**src/rtl/bhl_pkg.sv**
```systemverilog
package bhl_pkg;
  localparam int PAGE_BASE_LOG = 9;
  localparam int PAGE_SEL_W = 3;

  typedef struct packed {
    logic capturePage;
    logic dropPage;
  } bhlStrobe_t;
endpackage

```
**src/rtl/bhl_sync.sv**
```systemverilog
module bhl_sync #(
  parameter int STAGES = 2
) (
  input  logic clk,
  input  logic asyncIn,
  output logic syncOut
);
  logic [STAGES-1:0] chain;

  always_ff @(posedge clk) begin
    chain <= {chain[STAGES-2:0], asyncIn};
  end

  assign syncOut = chain[STAGES-1];
endmodule

```
**src/rtl/bhl_ctrl.sv**
```systemverilog
module bhl_ctrl
  import bhl_pkg::*;
#(
  parameter int MAX_OUT = 3
) (
  input  logic       clk,
  input  logic       rst,
  input  logic       holdSync,
  input  logic       cycleStart,
  input  logic       cycleDone,
  input  logic       reqIssue,
  input  logic       lockBit,
  output logic       holdAck,
  output logic       lockOut,
  output bhlStrobe_t strobes
);
  localparam int CNT_W = $clog2(MAX_OUT + 1);

  logic [CNT_W-1:0] outCnt;
  logic lockTag;
  logic lockReg;
  logic ackNext;
  logic startOk;
  logic newLock;
  logic doneOk;

  assign startOk = cycleStart && !holdAck;
  assign doneOk  = cycleDone && (outCnt != '0);
  assign newLock = reqIssue ? lockBit : lockTag;

  always_ff @(posedge clk) begin
    if (rst) begin
      outCnt  <= '0;
      lockTag <= 1'b0;
      lockReg <= 1'b0;
    end else begin
      case ({startOk, doneOk})
        2'b10:   outCnt <= outCnt + 1'b1;
        2'b01:   outCnt <= outCnt - 1'b1;
        default: outCnt <= outCnt;
      endcase
      if (reqIssue) lockTag <= lockBit;
      if (startOk)  lockReg <= newLock;
    end
  end

  always_comb begin
    if (rst)          ackNext = holdSync;
    else if (holdAck) ackNext = holdSync;
    else              ackNext = holdSync && (outCnt == '0) && !lockReg && !cycleStart;
  end

  always_ff @(posedge clk) begin
    holdAck <= ackNext;
  end

  assign lockOut = startOk ? newLock : lockReg;

  always_comb begin
    strobes.capturePage = startOk;
    strobes.dropPage    = holdAck;
  end
endmodule

```
**src/rtl/bhl_datapath.sv**
```systemverilog
module bhl_datapath
  import bhl_pkg::*;
#(
  parameter int ADDR_W = 29
) (
  input  logic                  clk,
  input  logic                  rst,
  input  bhlStrobe_t            strobes,
  input  logic [PAGE_SEL_W-1:0] pageSel,
  input  logic [ADDR_W-1:0]     cycleAddr,
  output logic                  nearOut
);
  logic [ADDR_W-1:0] prevAddr;
  logic prevValid;
  logic [ADDR_W-1:0] diffBit;
  int unsigned boundary;

  assign boundary = PAGE_BASE_LOG + 32'(pageSel);

  always_ff @(posedge clk) begin
    if (rst || strobes.dropPage) begin
      prevValid <= 1'b0;
    end else if (strobes.capturePage) begin
      prevValid <= 1'b1;
    end
  end

  always_ff @(posedge clk) begin
    if (strobes.capturePage) prevAddr <= cycleAddr;
  end

  for (genvar i = 0; i < ADDR_W; i++) begin : g_cmp
    assign diffBit[i] = (i >= boundary) && (cycleAddr[i] != prevAddr[i]);
  end

  assign nearOut = strobes.capturePage && prevValid && !(|diffBit);
endmodule

```
**src/rtl/bus_hold_lock_ctrl.sv**
```systemverilog
module bus_hold_lock_ctrl
  import bhl_pkg::*;
#(
  parameter int ADDR_W = 29,
  parameter int SYNC_STAGES = 2,
  parameter int MAX_OUT = 3
) (
  input  logic              clk,
  input  logic              rst,
  input  logic              holdReq,
  input  logic              reqPending,
  input  logic              reqIssue,
  input  logic              cycleStart,
  input  logic              cycleDone,
  input  logic              lockBit,
  input  logic [2:0]        pageSel,
  input  logic [ADDR_W-1:0] cycleAddr,
  output logic              holdAck,
  output logic              busReq,
  output logic              lockOut,
  output logic              floatEn,
  output logic              nearOut
);
  logic holdSync;
  bhlStrobe_t strobes;

  bhl_sync #(.STAGES(SYNC_STAGES)) u_sync (
    .clk(clk), .asyncIn(holdReq), .syncOut(holdSync)
  );

  bhl_ctrl #(.MAX_OUT(MAX_OUT)) u_ctrl (
    .clk(clk), .rst(rst), .holdSync(holdSync), .cycleStart(cycleStart),
    .cycleDone(cycleDone), .reqIssue(reqIssue), .lockBit(lockBit),
    .holdAck(holdAck), .lockOut(lockOut), .strobes(strobes)
  );

  bhl_datapath #(.ADDR_W(ADDR_W)) u_dp (
    .clk(clk), .rst(rst), .strobes(strobes), .pageSel(pageSel),
    .cycleAddr(cycleAddr), .nearOut(nearOut)
  );

  assign busReq  = reqPending;
  assign floatEn = holdAck;
endmodule

```
**config.mk**
```make
export PLATFORM = sky130hd
export DESIGN_NAME = bus_hold_lock_ctrl
export DESIGN_NICKNAME = d
export VERILOG_FILES = /design/src/rtl/bhl_pkg.sv /design/src/rtl/bhl_sync.sv /design/src/rtl/bhl_ctrl.sv /design/src/rtl/bhl_datapath.sv /design/src/rtl/bus_hold_lock_ctrl.sv
export SDC_FILE = /design/constraint.sdc
export NUM_CORES = 1
export LEC_CHECK = 0
export BUFFER_PORTS_ARGS = -buffer_cell sky130_fd_sc_hd__buf_2
export CORE_MARGIN = 4
export CORE_UTILIZATION = 44
export CTS_CLUSTER_SIZE = 24
export DETAILED_ROUTE_END_ITERATION = 7
export PLACE_DENSITY = 0.71
export SYNTH_ARGS = -nofsm -noshare
export SYNTH_HDL_FRONTEND = slang
export SYNTH_SLANG_ARGS = --single-unit
```
**constraint.sdc**
```tcl
create_clock -name clk -period 2.1 [get_ports clk]
set_clock_uncertainty 0.15 [all_clocks]
set_input_delay 0.21 -clock clk [delete_from_list [all_inputs] [get_ports clk]]
set_output_delay 0.21 -clock clk [all_outputs]
set_load 0.02 [all_outputs]
```
; ---- Yosys cells after proc, flatten, opt, wreduce, memory -nomap -nowiden
; Cells that the tools add are included.
[op_classes]
add_sub_neg = 3
n_lt_le_gt_ge = 29
eq_ne = 31
muxes = 5
reduce_logical = 45
[ops]
columns = operator, count
row1 = $ge A5 B32 Y1 const A, 13
row2 = $ge A4 B32 Y1 const A, 8
row3 = $ge A3 B32 Y1 const A, 4
row4 = $ge A1 B32 Y1 const A, 2
row5 = $ge A2 B32 Y1 const A, 2
row6 = $logic_and A1 B1 Y1, 36
row7 = $ne A1 B1 Y1, 29
row8 = $reduce_or A29 Y1, 1
row9 = $add A4 B3 Y5 const A, 1
row10 = $logic_not A1 Y1, 4
row11 = $mux W1, 4
row12 = $pmux W2 S2, 1
row13 = $reduce_bool A2 Y1, 2
row14 = $add A2 B1 Y2 const B, 1
row15 = $eq A2 B1 Y1 const B, 1
row16 = $eq A2 B2 Y1 const B, 1
row17 = $logic_not A2 Y1, 1
row18 = $sub A2 B1 Y2 const B, 1
row19 = $logic_or A1 B1 Y1, 1
[totals]
regBits = 37
input_bits = 40
output_inout_bits = 5
elab_cells = 120

; ---- Depth between registers and ports, before layout
; Gate-level depths: netlist (run 1).
[depth]
depth_word = 6
ltp_mapped = 8
depth_no_buf = 8

; ---- By module
; From an unflattened synthesis (run 1), not the netlist that was laid out.
[unflattened]
cells_unflattened = 158
area_unflattened_um2 = 1934.4
[by_module_without_submodules]
columns = module, instances, cells_per_inst, area_each_um2, seq_area_each_um2
row1 = bhl_datapath, 1, 131, 1646.6, 890.9
row2 = bhl_ctrl, 1, 23, 232.7, 100.1
row3 = bhl_sync, 1, 2, 40.0, 40.0
row4 = bus_hold_lock_ctrl, 1, 2, 15.0, 0.0

; ---- Worst setup path after synthesis (run 1)
; No wires, ideal clock.
[synth_path]
path_type = flip-flop to output port
startpoint = register u_ctrl.holdAck
endpoint = output port nearOut
arrival_ns = 2.175
t_required_ns = 1.740
setup_slack_ns = -0.435
stages_incl_launch_ff = 6
path_buffers = 0
cell_sequence = dfxtp_1 nand2b_1 inv_1 o2111ai_1 or4_1 nor3_2
[synth_between]
elab_chain_len = 4
[synth_lines]
columns = element, line_no
row1 = "start, declared", bhl_ctrl.sv:13  ; output logic holdAck,
row2 = "start signal, assigned", bhl_ctrl.sv:54  ; holdAck <= ackNext;
row3 = $logic_not A1 Y1, bhl_ctrl.sv:27  ; assign startOk = cycleStart && !holdAck;
row4 = $logic_and A1 B1 Y1, bhl_ctrl.sv:27
row5 = named net u_ctrl.startOk, bhl_ctrl.sv:23  ; logic startOk;
row6 = $logic_and A1 B1 Y1 (2 in series), bhl_datapath.sv:36  ; assign nearOut = strobes.capturePage && prevValid && !(|diffBit);
row7 = "end, declared", bus_hold_lock_ctrl.sv:22  ; output logic nearOut
; The timed path passes the listed nets, and every way through them passes these cells.

; ---- Worst setup path in the final report (run 1)
[layout_path]
startpoint = register u_dp.prevAddr[26]
endpoint = output port nearOut
[layout_between]
elab_chain_len = 5
[layout_lines]
columns = element, line_no
row1 = "start, declared", bhl_datapath.sv:13  ; logic [ADDR_W-1:0] prevAddr;
row2 = "start signal, assigned", bhl_datapath.sv:29  ; if (strobes.capturePage) prevAddr <= cycleAddr;
row3 = $ne A1 B1 Y1, bhl_datapath.sv:33  ; assign diffBit[i] = (i >= boundary) && (cycleAddr[i] != prevAddr[i]);
row4 = $logic_and A1 B1 Y1, bhl_datapath.sv:33
row5 = $reduce_or A29 Y1, bhl_datapath.sv:36
row6 = $logic_not A1 Y1, bhl_datapath.sv:36
row7 = $logic_and A1 B1 Y1, bhl_datapath.sv:36
; No other way between the ends.

==> key figures, run 1 <==
Synth
  – Netlist Area Pre-Place: 1803 µm²
  – Ranking of synthesized cells by area: edfxtp_1 48%, xor2_1 10%, dfxtp_1 8.9%, xnor2_1 4.4%, ha_1 4.2%
  – Synth area leader: edfxtp_1
  – Net Count, Synth: 186
  – Unique masters post-synth: 43
  – Syn. warnings: 0
  – FF+latch count, synth: 37
  – Number of synthesized flops with an enable pin: 29
  – Mean area per synthesized cell: 12.88 µm²
  – Commonest cells in the netlist: 29 x edfxtp_1, 21 x xor2_1, 9 x xnor2_1, 8 x dfxtp_1, 7 x nor2_1
  – Post-synth ARST share: 0%
  – Cells after synthesis: 140
  – Most frequent cell after synthesis: edfxtp_1
  – Sequential share of the synthesized area: 57.18%
  – Synth top area share: 48.30%
  – Ys flop type: edfxtp_1

Power and ir drop
  – Int Power: 1331 µW
  – Overall power: 1789 µW
  – Comb pwr share: 21.6%
  – Part of the power in the clock network: 28.0%
  – Pwr Density: 684.6 nW/µm²
  – Sw Ratio: 25.60%
  – Sequential power share: 50.4%
  – Pleak: 0.001047 µW
  – Peak VDD IR: 0.0003712 V
  – Psw: 458.0 µW

Cells and area
  – Area used by multi-input combinational logic: 785.8 µm²
  – Area Growth Syn to Fin: 44.97%
  – Fillers: 305
  – Net count of the finished layout: 278
  – Layout cells sized above 1: 31.33%
  – Reg area: 1031 µm²
  – Fin util: 65.82%
  – Number of diodes: 0

GRT
  – Total track usage: 17.57%
  – Largest net degree at the start of global routing: 30
  – Grt ovf: 0
  – First-pass GRT wire length: 7.134 mm
  – Initial antenna violation count: 0
  – Vias in the first global route: 1595

STA
  – Tcrit/Tclk final: 122.0%
  – Final setup vio count: 1
  – FMAX: 390.2 MHz
  – Hold Vio Cnt, Final: 0
  – Max-slew headroom: 75.50%
  – RSZ-0062 raised after global routing: yes
  – Worst-margin pin slew: 0.3674 ns
  – Worst setup margin: -0.4627 ns
  – Hold WS: 0.01982 ns
  – Max Slew Vio Count: 0
  – Post-layout min period: 2.563 ns

Placed design
  – GPL Wtd Cong: 0.8823
  – I/O Buffers: 42
  – Hpwl dp: 2.977 mm

Critical path
  – CP Launch Type: flip-flop
  – Slowest stage delay, CP: 0.40 ns
  – CP Data Required Time: 1.74 ns
  – CP cell instances: xor2_1 -> nor4_2 -> buf_4 -> o21ai_0 -> a211oi_1 -> o22ai_1 -> nor3_4 -> buf_4
  – Critical path type: reg -> out
  – Most used cell, CP: buf_4
  – Instance count on the critical path: 8
  – CP Launch Point: u_dp.prevAddr[26]
  – CP max FO: 2
  – Setup crit end kind: primary output
  – Delay-heaviest family, CP: compound AO/OA/AOI/OAI gates
  – Crit path buf inv count: 2
  – Critical path arrival: 2.20 ns
  – Worst r2r path cells: 4
  – R2r startpoint: u_ctrl.outCnt[0]
  – Slowest-stage cell, CP: edfxtp_1

Clock network
  – TritonCTS clock tree: built
  – CTS Buf Count: 5
  – CTS sink count: 37
  – Reg clk slew, reported paths: 0.06 ns
  – H-tree levels: 2
  – Clock Tree Root: clkbuf_8
  – Clock Latency Late Sink: 0.28 ns
  – Clock Path Buffers: 2

Routing
  – TritonRoute pass-1 iters: 4
  – Wirelength per Cell: 14.57 µm
  – Routed vias/inst: 5.194
  – Initial DRC Count: 105
  – DRC violations left: 0
  – WL final: 4.123 mm
  – DR vias: 1470
  – ANT nets after route: 0

Min path
  – HP Class: in -> reg
  – Hold path startpoint: rst
  – Hold Path Depth: 2

Floorplan
  – Starting Density: 45.40%
  – Die Span Y: 72.02 µm
  – Rows: 23
  – Die X: 72.02 µm
  – I/O pins: 45
  – Core Box Area: 3971 µm²
  – DIE AREA: 5186 µm²

Outcome
  – Failing checks: setup timing
  – Status: finished with violations

Flow run
  – Max Cap Viol: 0
==> registers in the layout, summed over array words and instances, names as in the netlist <==
signal,flops
u_sync.chain,2
u_ctrl.lockTag,1
u_ctrl.lockReg,1
u_ctrl.outCnt,2
u_dp.prevAddr,29
u_ctrl.holdAck,1
u_dp.prevValid,1
==> power groups by stage <==
stage	clock network [µW]	registers [µW]	logic [µW]
floorplan	0	909	216
global placement	0	911	326
detailed placement	0	916	340
CTS	516	900	387
global route	553	906	426
finish	501	901	387
==> final cells by class <==
type	instances	share of cell area (%)
sequential	37	39.44
multi-input combinational	97	30.06
timing repair buffer	87	23.93
clock buffer	8	3.447
tap	50	2.393
inverter	4	0.7180
==> cell families after synthesis <==
kind of cell | count (synthesis) | synth area share [%]
buffers and inverters | 6 | 1.665
xor gates and xnor gates | 31 | 15.48
muxes | 1 | 0.5552
and+or+nand+nor | 28 | 8.953
AOI/OAI and AO/OA | 29 | 10.90
adders and majority gates | 8 | 5.274
DFF | 37 | 57.18
==> per-stage QoR <==
stage	TNS [ns]	instance area (µm²)	worst slack (ns)	cells
floorplan	-0.007809	1851	-0.007809	140
global placement	-0.2704	2213	-0.2704	244
detailed placement	-0.4176	2213	-0.4176	244
CTS	-0.4587	2614	-0.4587	283
global route	-0.5215	2614	-0.5215	283
finish	-0.4627	2614	-0.4627	283
==> cells in the final DEF, fill, tap and decap left out, types with 2 or more instances in the layout <==
master,instances
clkbuf_1,2
inv_1,2
o21ai_1,2
nor2b_1,2
buf_4,16
nand3b_1,2
o22ai_1,2
nand3_1,2
ha_1,4
clkbuf_8,6
nor2_1,7
a21oi_1,5
buf_2,41
ha_4,2
o21ai_0,5
xnor2_1,9
dlygate4sd3_1,30
a22oi_1,2
dfxtp_1,8
nand2b_1,2
a31oi_1,2
edfxtp_1,29
nand2_1,3
xor2_1,21
==> metal layers <==
layer | GRT usage, % | wire length, µm | vias up
li1 | - | - | 710
met1 | 20.28 | 1733 | 699
met2 | 31.12 | 2085 | 50
met3 | 4.709 | 231 | 11
met4 | 6.472 | 74 | 0
met5 | 0 | 0 | -
==> final timing paths <==
| check | endpoint | slack (ns) |
|---|---|---|
| setup / recovery | nearOut | -0.46 |
| hold / removal | u_ctrl.outCnt[1] | 0.02 |
| setup reg to reg | u_ctrl.outCnt[1] | 0.50 |
| hold reg to reg | u_sync.chain[1] | 0.19 |
==> worst register-to-register path: stages (launching register included) <==
cell and delay [ns]:
dfxtp_1 0.36, o21a_1 0.20, ha_1 0.31, or3_1 0.37, a21oi_1 0.14
==> what timing repair did <==
| action | CTS | global route |
|---|---|---|
| hold endpoints to repair | 30 | 0 |
| buffers inserted | 1 | 0 |
| endpoints found under the setup margin | 1 | 1 |
| gates resized for setup | 1 | 0 |
| hold buffers | 30 | 0 |
| pin swaps | 1 | 0 |
Power figures use the tool's default switching activity.
==> run 2, diff against run 1 <==
--- a/config.mk
+++ b/config.mk
@@ -5,12 +5,12 @@
 export SDC_FILE = /design/constraint.sdc
 export NUM_CORES = 1
 export LEC_CHECK = 0
-export BUFFER_PORTS_ARGS = -buffer_cell sky130_fd_sc_hd__buf_2
+export CORE_ASPECT_RATIO = 0.6
 export CORE_MARGIN = 4
 export CORE_UTILIZATION = 44
 export CTS_CLUSTER_SIZE = 24
 export DETAILED_ROUTE_END_ITERATION = 7
-export PLACE_DENSITY = 0.71
+export DONT_BUFFER_PORTS = 1
 export SYNTH_ARGS = -nofsm -noshare
 export SYNTH_HDL_FRONTEND = slang
 export SYNTH_SLANG_ARGS = --single-unit
==> key figures, run 2 (synthesis results as in run 1) <==
STA
  – Max Slew Vio Count: 0 (unchanged)
  – Worst setup margin: -0.4843 ns (-0.02160 ns)
  – Final setup vio count: 1 (unchanged)
  – Post-layout min period: 2.584 ns (+0.02160 ns)
  – Hold Vio Cnt, Final: 0 (unchanged)
  – Tcrit/Tclk final: 123.1% (+1.0 points)
  – Max-slew headroom: 68.04% (-7.5 points)
  – RSZ-0062 raised after global routing: yes
  – FMAX: 386.9 MHz (-0.84%)
  – Worst-margin pin slew: 0.4762 ns (+0.1087 ns)
  – Setup TNS: -0.4843 ns (-0.02160 ns)

Cells and area
  – Post-route cell area: 2400 µm² (-8.2%)
  – Net count of the finished layout: 236 (-15%)
  – Fin util: 63.03% (-2.8 points)
  – Reg area: 1031 µm² (unchanged)
  – Area used by multi-input combinational logic: 785.8 µm² (unchanged)
  – Number of diodes: 0 (unchanged)
  – Biggest register: u_dp.prevAddr
  – Commonest non-fill, non-tap cell in the layout: dlygate4sd3_1
  – Finished Layout Cells: 238 (-16%)
  – Fillers: 290 (-4.9%)
  – Layout cells sized above 1: 14.66% (-17 points)
  – Largest regs: u_dp.prevAddr: 29 flops, u_ctrl.outCnt: 2 flops, u_sync.chain: 2 flops
  – Max FFs per register: 29 (unchanged)
  – Most frequent cells in the layout: 34 x dlygate4sd3_1, 29 x edfxtp_1, 21 x xor2_1, 11 x buf_4, 9 x xnor2_1
  – Area Growth Syn to Fin: 33.10%

Floorplan
  – Die Span Y: 57.59 µm (-20%)
  – DIE AREA: 5220 µm² (+0.64%)
  – Starting Density: 47.35% (+2.0 points)
  – I/O pins: 45 (unchanged)
  – Rows: 17 (-26%)
  – Core Box Area: 3807 µm² (-4.1%)
  – Die X: 90.64 µm (+26%)

Critical path
  – CP max FO: 2 (unchanged)
  – Worst reg2reg setup slack: 0.50 ns (about the same)
  – Slowest-stage cell, CP: edfxtp_1
  – Slowest stage delay, CP: 0.39 ns (about the same)
  – CP Launch Type: flip-flop
  – CP Data Required Time: 1.74 ns (about the same)
  – Critical path type: reg -> out
  – CP cell instances: xor2_1 -> nor4_2 -> o21ai_0 -> a211oi_1 -> o22ai_1 -> nor3_4
  – Critical path arrival: 2.22 ns (+0.02 ns)
  – Setup crit end kind: primary output

Power and ir drop
  – Part of the power in the clock network: 27.7% (-0.3 points)
  – Pwr Density: 715.8 nW/µm² (+4.6%)
  – Psw: 447.0 µW (-2.4%)
  – Sw Ratio: 26.02% (+0.42 points)
  – Int Power: 1271 µW (-4.5%)
  – Comb pwr share: 20.1% (-1.5 points)
  – Peak VDD IR: 0.0004874 V (+31%)
  – Sequential power share: 52.2% (+1.8 points)
  – Pleak: 0.0008733 µW (-17%)

Placed design
  – I/O Buffers: 0 (-100%)
  – Worst slack, placed: -0.1904 ns (+0.2273 ns)
  – Post-DP Area: 1977 µm² (-11%)
  – Placed cells: 196 (-20%)
  – Hpwl dp: 2.885 mm (-3.1%)
  – GPL Wtd Cong: 0.7882 (-11%)

Min path
  – HP Class: in -> reg

GRT
  – Vias in the first global route: 1320 (-17%)
  – Initial antenna violation count: 0 (unchanged)
  – Grt ovf: 0 (unchanged)
  – First-pass GRT wire length: 6.665 mm (-6.6%)
  – Total track usage: 16.64% (-0.93 points)
  – Largest net degree at the start of global routing: 30 (unchanged)

Routing
  – Metal-1 WL: 1.952 mm (+13%)
  – DR top layer: met4
  – DR vias: 1280 (-13%)
  – ANT nets after route: 0 (unchanged)
  – Wirelength per Cell: 17.22 µm (+18%)
  – Met2 routed WL: 1.892 mm (-9.3%)
  – DRC violations left: 0 (unchanged)
  – WL final: 4.099 mm (-0.58%)
  – Routed vias/inst: 5.378 (+3.5%)
  – Metal3 WL: 237 µm (+2.6%)
  – TritonRoute pass-1 iters: 4 (unchanged)
  – Initial DRC Count: 63 (-40%)

Clock network
  – Clock Tree Root: clkbuf_8
  – Reg clk slew, reported paths: 0.07 ns (about the same)
  – CTS Buf Count: 5 (unchanged)
  – CTS sink count: 37 (unchanged)
  – TritonCTS clock tree: built
  – PostCTS Resize Cnt: 0 (-1)
  – Clock Latency Late Sink: 0.28 ns (about the same)
  – Post-CTS setup buffers: 0 (-1)
  – H-tree levels: 2 (unchanged)
  – Clock Path Buffers: 2 (unchanged)

Flow run
  – Max Cap Viol: 0 (unchanged)

Outcome
  – Status: finished with violations
  – Failing checks: setup timing
[run 2: stage by stage]
stage | total power, µW | hold slack [ns]
after floorplan | 1125 | 0.08772
after global placement | 1185 | 0.08778
after detailed placement | 1202 | 0.08778
after CTS | 1723 | 0.06055
after global routing | 1809 | 0.05252
final | 1718 | 0.06520
[run 2: repair_timing]
action | CTS | global route
pin swaps | 0 | 1
hold buffers | 34 | 0
endpoints found under the hold margin | 36 | 0
setup endpoints to repair | 1 | 1
[run 2: layout make-up]
| class | count | share of cell area [%] |
|---|---|---|
| inverter | 4 | 0.7821 |
| sequential | 37 | 42.96 |
| clock buffer | 6 | 3.024 |
| clock inverter | 2 | 0.4171 |
| tap | 47 | 2.450 |
| multi-input combinational | 97 | 32.74 |
| timing repair buffer | 45 | 17.62 |
[run 2: critical path, delay by kind of cell (launching register included)]
family,cells,cell delay (ns)
compound gates,3,0.64
xor+xnor,1,0.18
flops,1,0.39
simple gates,2,0.72
[run 2: power groups by stage]
stage	Combinational, µW	Sequential [µW]	Clock, µW
after floorplan	216	909	0
after global placement	276	909	0
after CTS	344	897	482
after detailed placement	289	913	0
after global routing	379	902	527
final	345	896	477
[run 2: worst paths after layout]
path                     startpoint                to  cells past startpoint
setup reg to reg   u_ctrl.outCnt[0]  u_ctrl.outCnt[1]                      4
hold reg to reg     u_sync.chain[0]   u_sync.chain[1]                      0
hold / removal           cycleStart    u_ctrl.holdAck                      2
setup / recovery  u_dp.prevAddr[23]           nearOut                      6
[run 2: per-layer routing]
layer | vias to the layer above | global-route usage (%)
li1 | 624 | -
met1 | 615 | 21.28
met2 | 37 | 27.61
met3 | 4 | 5.534
met4 | 0 | 3.922
met5 | - | 0
